--- config.mk ---
export PLATFORM = sky130hd
export DESIGN_NAME = inv_ami_framer
export DESIGN_NICKNAME = d
export VERILOG_FILES = /design/src/rtl/inv_ami_pkg.sv /design/src/rtl/ami_pos_counter.sv /design/src/rtl/ami_slot_map.sv /design/src/rtl/ami_bit_source.sv /design/src/rtl/ami_line_enc.sv /design/src/rtl/inv_ami_framer.sv
export SDC_FILE = /design/constraint.sdc
export NUM_CORES = 1
export LEC_CHECK = 0
export ABC_AREA = 1
export ABC_CLOCK_PERIOD_IN_PS = 1860
export BUFFER_PORTS_ARGS = -buffer_cell sky130_fd_sc_hd__buf_2
export CAP_MARGIN = 40
export CORE_MARGIN = 2
export CORE_UTILIZATION = 50
export DETAILED_ROUTE_END_ITERATION = 6
export GPL_ROUTABILITY_DRIVEN = 1
export GPL_TIMING_DRIVEN = 0
export PLACE_DENSITY = 0.76
export SETUP_SLACK_MARGIN = 0.5
export SLEW_MARGIN = 20
export SYNTH_ARGS = -nofsm -noshare
export SYNTH_HDL_FRONTEND = slang
export SYNTH_SLANG_ARGS = --single-unit
--- constraint.sdc ---
create_clock -name clk -period 1.86 [get_ports clk]
set_input_delay 0.372 -clock clk [delete_from_list [all_inputs] [get_ports clk]]
set_output_delay 0.372 -clock clk [all_outputs]
set_load 0.005 [all_outputs]
--- src/rtl/inv_ami_pkg.sv ---
// Shared types for the inverted AMI frame transmitter.
package inv_ami_pkg;

    // Line symbol codes driven on the output.
    typedef enum logic [1:0] {
        SYM_NONE = 2'b00,
        SYM_POS  = 2'b01,
        SYM_NEG  = 2'b10
    } sym_t;

    // Role of one bit position within a frame.
    typedef enum logic [2:0] {
        SLOT_MARK = 3'd0,   // header positive pulse
        SLOT_HBAL = 3'd1,   // header negative balance pulse
        SLOT_DATA = 3'd2,   // payload bit
        SLOT_ECHO = 3'd3,   // echo bit, network-side only
        SLOT_BAL  = 3'd4    // group balance bit
    } slot_t;

endpackage

--- src/rtl/ami_pos_counter.sv ---
// Frame position counter.
// Counts strobes from 0 to FRAME_LEN-1 and then wraps to 0.
// Assumes the strobe is a single-cycle pulse.
module ami_pos_counter #(
    parameter  int FRAME_LEN = 48,
    localparam int POS_W     = $clog2(FRAME_LEN)
) (
    input  logic             clk,
    input  logic             rst_n,
    input  logic             adv,
    output logic [POS_W-1:0] pos
);

    localparam logic [POS_W-1:0] LAST = POS_W'(FRAME_LEN - 1);

    // Advance the position on each strobe and wrap at the frame end.
    always_ff @(posedge clk) begin
        if (!rst_n) begin
            pos <= '0;
        end else if (adv) begin
            if (pos == LAST) begin
                pos <= '0;
            end else begin
                pos <= pos + POS_W'(1);
            end
        end
    end

endmodule

--- src/rtl/ami_slot_map.sv ---
// Position classifier.
// Maps the frame position and the direction to a slot role.
// Constant masks for each layout are built by a generate loop over
// every position the counter can reach.
// Assumes the header is two positions long and that GROUP_LEN divides
// the frame body into equal groups.
module ami_slot_map
    import inv_ami_pkg::*;
#(
    parameter  int FRAME_LEN = 48,
    parameter  int GROUP_LEN = 12,
    parameter  int HDR_LEN   = 2,
    localparam int POS_W     = $clog2(FRAME_LEN),
    localparam int SPAN      = 2 ** POS_W
) (
    input  logic [POS_W-1:0] pos,
    input  logic             nt_dir,
    output slot_t            slot
);

    logic [SPAN-1:0] echo_m;
    logic [SPAN-1:0] bal_te_m;
    logic [SPAN-1:0] bal_nt_m;

    for (genvar i = 0; i < SPAN; i++) begin : g_mask
        localparam bit IS_ECHO = (i >= GROUP_LEN) && (i < FRAME_LEN - 1) &&
                                 ((i % GROUP_LEN) == 0);
        localparam bit IS_BTE  = (i >= HDR_LEN) && (i < FRAME_LEN) &&
                                 ((i % GROUP_LEN) == (GROUP_LEN - 1));
        localparam bit IS_BNT  = (i == FRAME_LEN - 1);
        assign echo_m[i]   = IS_ECHO;
        assign bal_te_m[i] = IS_BTE;
        assign bal_nt_m[i] = IS_BNT;
    end

    // Pick the slot role from header, direction and the masks.
    always_comb begin
        if (pos == '0) begin
            slot = SLOT_MARK;
        end else if (pos == POS_W'(HDR_LEN - 1)) begin
            slot = SLOT_HBAL;
        end else if (nt_dir) begin
            if (echo_m[pos]) begin
                slot = SLOT_ECHO;
            end else if (bal_nt_m[pos]) begin
                slot = SLOT_BAL;
            end else begin
                slot = SLOT_DATA;
            end
        end else begin
            slot = bal_te_m[pos] ? SLOT_BAL : SLOT_DATA;
        end
    end

endmodule

--- src/rtl/ami_bit_source.sv ---
// Binary bit source.
// Captures payload and direction at position 0 and selects the binary
// value for the current slot. It also keeps the running pulse parity
// of the open balance group.
// Assumes the strobe is a single-cycle pulse and that slot follows pos.
module ami_bit_source
    import inv_ami_pkg::*;
#(
    parameter  int FRAME_LEN = 48,
    parameter  int HDR_LEN   = 2,
    localparam int PAY_W     = FRAME_LEN - HDR_LEN,
    localparam int POS_W     = $clog2(FRAME_LEN),
    localparam int SPAN      = 2 ** POS_W
) (
    input  logic             clk,
    input  logic             rst_n,
    input  logic             adv,
    input  logic [POS_W-1:0] pos,
    input  slot_t            slot,
    input  logic [PAY_W-1:0] payload,
    input  logic             nt_dir,
    input  logic             echo_bit,
    output logic             dir_q,
    output logic             bit_val
);

    logic [PAY_W-1:0] pay_q;
    logic             par_q;
    logic [SPAN-1:0]  pay_ext;
    logic [POS_W-1:0] idx;

    assign pay_ext = {{(SPAN - PAY_W){1'b0}}, pay_q};
    assign idx     = pos - POS_W'(HDR_LEN);

    // Capture the frame's payload and direction on the position-0 strobe.
    always_ff @(posedge clk) begin
        if (!rst_n) begin
            pay_q <= '1;
            dir_q <= 1'b0;
        end else if (adv && (pos == '0)) begin
            pay_q <= payload;
            dir_q <= nt_dir;
        end
    end

    // Select the binary value sent at the current slot.
    always_comb begin
        unique case (slot)
            SLOT_MARK, SLOT_HBAL: bit_val = 1'b0;
            SLOT_DATA:            bit_val = pay_ext[idx];
            SLOT_ECHO:            bit_val = echo_bit;
            SLOT_BAL:             bit_val = ~par_q;
            default:              bit_val = 1'b1;
        endcase
    end

    // Track pulse parity of the open group; restart at header and balance.
    always_ff @(posedge clk) begin
        if (!rst_n) begin
            par_q <= 1'b0;
        end else if (adv) begin
            unique case (slot)
                SLOT_DATA, SLOT_ECHO: if (!bit_val) par_q <= ~par_q;
                default:              par_q <= 1'b0;
            endcase
        end
    end

endmodule

--- src/rtl/ami_line_enc.sv ---
// Inverted AMI line encoder.
// Turns the binary bit of each slot into a registered line symbol.
// Header slots get fixed polarities. After the header balance pulse the
// next pulse repeats its polarity, and pulses alternate from there on.
// Assumes the strobe is a single-cycle pulse.
module ami_line_enc
    import inv_ami_pkg::*;
(
    input  logic  clk,
    input  logic  rst_n,
    input  logic  adv,
    input  slot_t slot,
    input  logic  bit_val,
    output sym_t  sym
);

    logic neg_next_q;

    // Emit one symbol per strobe and update the next pulse polarity.
    always_ff @(posedge clk) begin
        if (!rst_n) begin
            sym        <= SYM_NONE;
            neg_next_q <= 1'b0;
        end else if (adv) begin
            unique case (slot)
                SLOT_MARK: begin
                    sym <= SYM_POS;
                end
                SLOT_HBAL: begin
                    sym        <= SYM_NEG;
                    neg_next_q <= 1'b1;
                end
                default: begin
                    if (bit_val) begin
                        sym <= SYM_NONE;
                    end else begin
                        sym        <= neg_next_q ? SYM_NEG : SYM_POS;
                        neg_next_q <= ~neg_next_q;
                    end
                end
            endcase
        end
    end

endmodule

--- src/rtl/inv_ami_framer.sv ---
// Inverted AMI frame transmitter, top level.
// Emits one line symbol per bit strobe for a FRAME_LEN-bit frame. The
// frame has a two-symbol header, a payload body, echo slots when
// nt_dir=1, and group balance bits.
// Assumes bit_stb is a single-cycle pulse.
module inv_ami_framer
    import inv_ami_pkg::*;
#(
    parameter  int FRAME_LEN = 48,
    parameter  int GROUP_LEN = 12,
    localparam int HDR_LEN   = 2,
    localparam int PAY_W     = FRAME_LEN - HDR_LEN,
    localparam int POS_W     = $clog2(FRAME_LEN)
) (
    input  logic             clk,
    input  logic             rst_n,
    input  logic             bit_stb,
    input  logic [PAY_W-1:0] payload,
    input  logic             nt_dir,
    input  logic             echo_bit,
    output logic [1:0]       line_sym
);

    logic [POS_W-1:0] pos;
    logic             dir_q;
    logic             bit_val;
    slot_t            slot;
    sym_t             sym;

    ami_pos_counter #(.FRAME_LEN(FRAME_LEN)) u_cnt (
        .clk   (clk),
        .rst_n (rst_n),
        .adv   (bit_stb),
        .pos   (pos)
    );

    ami_slot_map #(
        .FRAME_LEN (FRAME_LEN),
        .GROUP_LEN (GROUP_LEN),
        .HDR_LEN   (HDR_LEN)
    ) u_map (
        .pos    (pos),
        .nt_dir (dir_q),
        .slot   (slot)
    );

    ami_bit_source #(
        .FRAME_LEN (FRAME_LEN),
        .HDR_LEN   (HDR_LEN)
    ) u_src (
        .clk      (clk),
        .rst_n    (rst_n),
        .adv      (bit_stb),
        .pos      (pos),
        .slot     (slot),
        .payload  (payload),
        .nt_dir   (nt_dir),
        .echo_bit (echo_bit),
        .dir_q    (dir_q),
        .bit_val  (bit_val)
    );

    ami_line_enc u_enc (
        .clk     (clk),
        .rst_n   (rst_n),
        .adv     (bit_stb),
        .slot    (slot),
        .bit_val (bit_val),
        .sym     (sym)
    );

    assign line_sym = sym;

endmodule

==> flow_summary.json, run 1 <==
{
  "drt-total-wl_um": 10950,
  "multiInputGateArea_um2": 2241,
  "yosys.cell_types.count": 34,
  "critical_path_class": "reg2reg",
  "clock_tree.buffer_depth": 2,
  "seq_area_um2": 1210,
  "async_flop_share_pct": 0,
  "period_needed_ps": 1970,
  "synth_xor_area_share_pct": 1.176,
  "cp_max_fo": 5,
  "cts_root_buf": "clkbuf_8",
  "n_antenna_cell": 0,
  "pre_cts_slack_ps": -223.3,
  "yosys_warnings": 0,
  "synth_compound_area_share_pct": 9.030,
  "initial_core_util_pct": 50.92,
  "fmax_ghz": 0.5077,
  "overflow": 0,
  "synth_edf_count": 0,
  "routabilityCongestion": 0.8430,
  "dpl-instance-area_um2": 3415,
  "core_um2": 5851,
  "rrSetupSlack_ps": -110,
  "tightest_slew_ps": 747.4,
  "worst-r2r-cell-count": 14,
  "crit_path_top_delay_cell": "dfxtp_2",
  "cts.htree.levels": 3,
  "grt_pass1_vias": 3189,
  "hold_path_depth": 3,
  "postSynthNetCount": 484,
  "fin_cells": 603,
  "firstDrtPassIters": 5,
  "dp_cells": 555,
  "antenna_found_initial": 0,
  "die-area_um2": 6592,
  "reg2reg_to": "u_src.par_q",
  "numCtsBuffers": 9,
  "grt_pass1_wl_um": 14860,
  "avgSynthCellArea_um2": 6.961,
  "timing.final.crit_share_pct": 105.9,
  "ys_ff_latch": 60,
  "hold_slack_ps": 212.8,
  "crit_family": "simple AND/OR/NAND/NOR gates",
  "cp_slowest_stage_delay_ps": 420,
  "slew_headroom_pct": 50.17,
  "hold_path_end": "u_src.pay_q[20]",
  "synth.largest_area_cell": "dfxtp_1",
  "arrival_ps": 2220,
  "yosysMostFrequentCell": "nand2_1",
  "synth.top_cells.by_area": "dfxtp_1 40%, nand2_1 18%, nand3_1 12%, a21oi_1 3.5%, inv_1 3.4%",
  "num_vias": 3464,
  "hold_viol_final": 0,
  "power_density_nw_per_um2": 807.6,
  "hpwl_um": 5284,
  "synth_top_area_share_pct": 40.32,
  "drtAntennaViolNets": 0,
  "cts_tree": "yes",
  "setup_ws_ps": -109.6,
  "track_usage_pct": 29.74,
  "netlist_area_um2": 2979,
  "reg2reg_from": "u_cnt.pos[2]",
  "critPathLaunchType": "flop",
  "synth_mux_area_share_pct": 0,
  "cp-end-kind": "flop",
  "grt_max_degree": 11,
  "status": "finished with violations",
  "nFillCells": 326,
  "grt_setup_unrepaired": "yes",
  "io_buffer_count": 52,
  "crit_buf_inv": 1,
  "ir_worst_vdd_uv": 573.5,
  "seq_area_frac_synth_pct": 40.32,
  "post_drt_wl_per_cell_um": 18.15,
  "cts.sink_count": 60,
  "finClkSkew_ps": 5.605,
  "die_width_um": 81.19,
  "critPathRequiredTime_ps": 2110,
  "path_cells": "inv_1 > ha_4 > xnor2_4 > nand3_2 > nand2_1 > nand2_1 > nand3_2 > nand2_2 > nand3_4 > nand2_4 > nand2_4 > nand3_2 > nand2_1 > nor2_1",
  "avgViaCountPerCell": 5.745,
  "synth_fa_ha_area_share_pct": 2.100,
  "ys_top_cells_by_count": "139 x nand2_1, 74 x nand3_1, 60 x dfxtp_1",
  "ios": 53,
  "layout-drive-gt1-share_pct": 50.19,
  "fin_area_um2": 4771,
  "drv_slew": 0,
  "hold_path.class": "in2reg",
  "initialDrtViolationCount": 258,
  "clk_pin_slew_worst_paths_ps": 70,
  "placementRows": 28,
  "violations": "setup timing",
  "layout.nets": 580,
  "area_delta_synth_final_pct": 60.14,
  "clk_latency_ps": 350,
  "synthCells": 428,
  "drc": 0,
  "synth_simple_gate_area_share_pct": 38.81,
  "drv_cap": 0,
  "holdCritStartpoint": "payload[20]",
  "setup_viol": 5,
  "die_h_um": 81.19,
  "p_leak_nw": 2.211,
  "synth_flop_cell": "dfxtp_1",
  "synth_top_family_by_area": "simple AND/OR/NAND/NOR gates"
}
worst max path at each step:
| stage | startpoint | end | slack [ps] | cells after the start |
|---|---|---|---|---|
| finish | u_cnt.pos[2] | u_src.par_q | -110 | 14 |
| global route | u_cnt.pos[2] | u_src.par_q | -230 | 14 |
| CTS | u_cnt.pos[1] | u_src.par_q | 70 | 12 |
| detailed placement | u_cnt.pos[1] | u_src.pay_q[12] | -220 | 9 |
| global placement | u_cnt.pos[1] | u_src.pay_q[10] | -240 | 9 |
| floorplan | u_cnt.pos[1] | u_src.par_q | 170 | 13 |
sequential cells by signal, summed over array words and instances, names as in the netlist, named ones only:
signal,count
u_src.dir_q,1
u_src.par_q,1
u_enc.neg_next_q,1
u_enc.sym,2
u_src.pay_q,46
u_cnt.pos,6
report_power, final:
| part | switching [W] | internal, W | leakage, nW | total, W |
|---|---|---|---|---|
| registers | 0.000104 | 0.00140 | 0.498 | 0.00150 |
| clock network | 0.000546 | 0.000646 | 0.0914 | 0.00119 |
| logic | 0.000631 | 0.000528 | 1.62 | 0.00116 |
cell type report:
cell class / instances / share of cell area [%]
multi-input cells: 311 / 46.97
flip-flops and latches: 60 / 25.36
repair buffers: 85 / 12.56
plain buffers: 23 / 5.927
inverters: 34 / 3.200
clock buffers: 11 / 2.964
well taps: 75 / 1.967
clock inverters: 4 / 1.049
cells in the final DEF (no fill, tap or decap), types with 3 or more instances in the layout:
cell type / n
a21oi_1: 5
a21oi_2: 16
buf_2: 54
buf_4: 20
buf_6: 13
buf_8: 4
clkbuf_1: 5
clkbuf_16: 6
clkbuf_4: 3
clkbuf_8: 12
dfxtp_1: 57
inv_1: 25
inv_2: 5
nand2_1: 97
nand2_2: 10
nand2_4: 35
nand3_1: 31
nand3_2: 45
nand3_4: 4
nor2_1: 16
nor2_4: 6
nor3_1: 4
o21ai_1: 10
o21ai_2: 6
routing by layer:
metal | vias up | wire length, µm | track usage, % | share of wire (%)
met1 | 1654 | 4266 | 35.14 | 39
met5 | - | 0 | 0 | 0
met2 | 169 | 5485 | 51.07 | 50
met3 | 51 | 672 | 5.000 | 6.1
li1 | 1590 | - | - | -
met4 | 0 | 521 | 16.44 | 4.8
cells by family after synthesis:
family	Yosys count
buffers and inverters	57
AND/OR/NAND/NOR	255
flip-flops	60
AO/OA/AOI/OAI	47
adder cells (fa/ha/maj)	5
XOR/XNOR	4
what timing repair did:
action,4_1_cts,5_1_grt
resized for setup,161,64
gates cloned,7,0
pin swaps,27,17
hold buffers,0,0
setup buffers,24,2
setup endpoints to repair,54,58
through the flow:
step / util, % / power [W] / TNS [ps]
2_1_floorplan: - / 0.001936 / 0
4_1_cts: 76.39 / 0.003618 / 0
3_3_place_gp: 58.36 / 0.002106 / -6692
6_report: 81.54 / 0.003853 / -395.2
3_5_place_dp: 58.36 / 0.002122 / -6146
5_1_grt: 81.54 / 0.003984 / -1058
worst min-delay path, cell delays in order:
cell and delay [ps]:
buf_2 80, nand2_2 40, nand3_2 40
No activity file was read; power rests on OpenSTA's default activity.
==> run 2: changes to the inputs <==
- BUFFER_PORTS_ARGS: -buffer_cell sky130_fd_sc_hd__buf_2 -> default
- DONT_BUFFER_PORTS: default -> 1
- PLACE_DENSITY: 0.76 -> 0.69
==> flow_summary.json, run 2 (synthesis results as in run 1) <==
{
  "holdCritStartpoint": "payload[22]",
  "hpwl_um": 5283,
  "initial_core_util_pct": 50.92,
  "p_comb_share_pct": 28.8,
  "num_vias": 3108,
  "grt_pass1_vias": 2821,
  "die-area_um2": 6592,
  "hold_viol_final": 0,
  "drc": 0,
  "regMostFlops": "u_src.pay_q",
  "period_needed_ps": 2012,
  "final_common_cell": "nand2_1",
  "cts_root_buf": "clkbuf_8",
  "n_antenna_cell": 0,
  "clock_tree.buffer_depth": 2,
  "finClkSkew_ps": 7.141,
  "placementRows": 28,
  "routabilityCongestion": 0.8550,
  "power_w": 0.003490,
  "avgViaCountPerCell": 5.620,
  "layout-drive-gt1-share_pct": 39.33,
  "tightest_slew_ps": 753.1,
  "die_width_um": 81.19,
  "initialDrtViolationCount": 185,
  "met2_usage_pct": 43.31,
  "pre_cts_slack_ps": -253.2,
  "timing.final.crit_share_pct": 108.2,
  "violations": "setup timing",
  "setup_viol": 4,
  "numCtsBuffers": 9,
  "rrSetupSlack_ps": -150,
  "worst-r2r-cell-count": 15,
  "firstDrtPassIters": 7,
  "nFillCells": 400,
  "antenna_found_initial": 0,
  "crit_path_frequent_cell": "nand2_1",
  "p_seq_share_pct": 42.9,
  "crit_path_top_delay_cell": "dfxtp_4",
  "status": "finished with violations",
  "overflow": 0,
  "power_switching_w": 0.001163,
  "reg2reg_to": "u_src.par_q",
  "clkPwrFrac_pct": 28.3,
  "track_usage_pct": 26.22,
  "switching_share_pct": 33.33,
  "ir_worst_vdd_uv": 669.3,
  "cts.htree.levels": 3,
  "clk_latency_ps": 350,
  "io_buffer_count": 0,
  "hold_path.class": "in2reg",
  "grt_max_degree": 11,
  "layout.nets": 530,
  "grt_pass1_wl_um": 13010,
  "critPathRequiredTime_ps": 2140,
  "cp_max_fo": 6,
  "drv_cap": 0,
  "met3_usage_pct": 6.667,
  "top_regs": "u_src.pay_q: 46 flops, u_cnt.pos: 6 flops, u_enc.sym: 2 flops",
  "p_leak_nw": 1.952,
  "drtAntennaViolNets": 0,
  "core_um2": 5851,
  "reg2reg_from": "u_cnt.pos[1]",
  "cts.sink_count": 60,
  "path_cells": "inv_6 > buf_12 > ha_4 > inv_4 > buf_4 > nand3_1 > nand3_1 > nand2_1 > nand2_1 > nand3_2 > nand2_4 > nand2_2 > nand3_2 > nand2_1 > nor2_1",
  "clk_pin_slew_worst_paths_ps": 70,
  "final_cell_mix": "102 x nand2_1, 57 x dfxtp_1, 41 x nand3_1",
  "post_drt_wl_per_cell_um": 16.72,
  "critical_path_class": "reg2reg",
  "power_density_nw_per_um2": 806.6,
  "slew_headroom_pct": 49.80,
  "cts_hold_buf": 0,
  "grt_busiest_layer": "met2",
  "cts_tree": "yes",
  "drv_slew": 0,
  "largest_reg_flops": 46,
  "area_delta_synth_final_pct": 45.23,
  "cp_slowest_stage_delay_ps": 370,
  "ios": 53,
  "grt_setup_unrepaired": "yes",
  "critPathLaunchType": "flop",
  "p_int_w": 0.002327,
  "hold_path_depth": 2,
  "setup_ws_ps": -152.0,
  "cp-end-kind": "flop",
  "finalSetupTns_ps": -499.7,
  "hold_path_end": "u_src.pay_q[22]",
  "use_met1_pct": 32.28,
  "die_h_um": 81.19,
  "drt-total-wl_um": 9248,
  "fmax_ghz": 0.4970,
  "arrival_ps": 2290
}
==> run 2: cell types whose count changed in the layout (fill, tap and decap cells not counted), sizes merged <==
cell / previous run / this run
buf: 93 / 49
clkbuf: 26 / 18
clkinv: 2 / 6
bufinv: 1 / 0
clkinvlp: 2 / 1
==> run 2: worst max-delay path, delay by kind of cell, from the launching register on <==
kind | cells | cell delay, ps
buffers and inverters | 4 | 370
AND/OR/NAND/NOR | 10 | 960
flip-flops | 1 | 370
adder cells (fa/ha/maj) | 1 | 260
==> run 2: repair_timing <==
action	4_1_cts	5_1_grt
resized for setup	72	112
buffers inserted	27	3
cloned	4	1
pin swaps	17	10
setup endpoints to repair	54	57
==> run 2: per-layer routing <==
| layer | vias up | share of wire (%) |
|---|---|---|
| met5 | - | 0 |
| met3 | 32 | 6.9 |
| met1 | 1461 | 40 |
| met2 | 129 | 49 |
| li1 | 1486 | - |
| met4 | 0 | 3.7 |
==> run 2: layout make-up <==
| cell class | count | area (µm²) | share of cell area [%] |
|---|---|---|---|
| multi-input combinational | 311 | 2053 | 47.46 |
| clock inverter | 6 | 32.53 | 0.7519 |
| tap | 75 | 93.84 | 2.169 |
| buffer | 23 | 274.0 | 6.333 |
| inverter | 34 | 163.9 | 3.788 |
| clock buffer | 9 | 123.9 | 2.863 |
| sequential | 60 | 1210 | 27.96 |
| timing repair buffer | 35 | 375.4 | 8.676 |
==> run 2: per-stage QoR <==
| stage | hold slack (ps) | cell area (µm²) | util [%] | std cells |
|---|---|---|---|---|
| finish | 152.5 | 4327 | 73.95 | 553 |
| global route | 159.1 | 4327 | 73.95 | 553 |
| CTS | 147.9 | 3856 | 65.91 | 549 |
| detailed placement | 445.6 | 3154 | 53.91 | 503 |
| global placement | 441.5 | 3154 | 53.91 | 503 |
| floorplan | 428.7 | 3060 | - | 428 |
==> run 2: power by group through the flow <==
stage               combinational (W)  clock [W]  sequential (W)
CTS                          0.000797   0.000981         0.00146
floorplan                    0.000467          0         0.00147
global route                  0.00108    0.00105         0.00151
finish                        0.00101   0.000987         0.00150
detailed placement           0.000583          0         0.00149
global placement             0.000573          0         0.00148
==> run 2: worst max path at each step <==
stage / startpoint / to / slack, ps / cells after the start
after floorplan: u_cnt.pos[1] / u_src.par_q / 170 / 13
after global placement: u_cnt.pos[1] / u_src.pay_q[10] / -260 / 9
after detailed placement: u_cnt.pos[1] / u_src.pay_q[28] / -250 / 9
after CTS: u_cnt.pos[1] / u_src.par_q / 20 / 15
after global routing: u_cnt.pos[1] / u_src.par_q / -190 / 15
final: u_cnt.pos[1] / u_src.par_q / -150 / 15
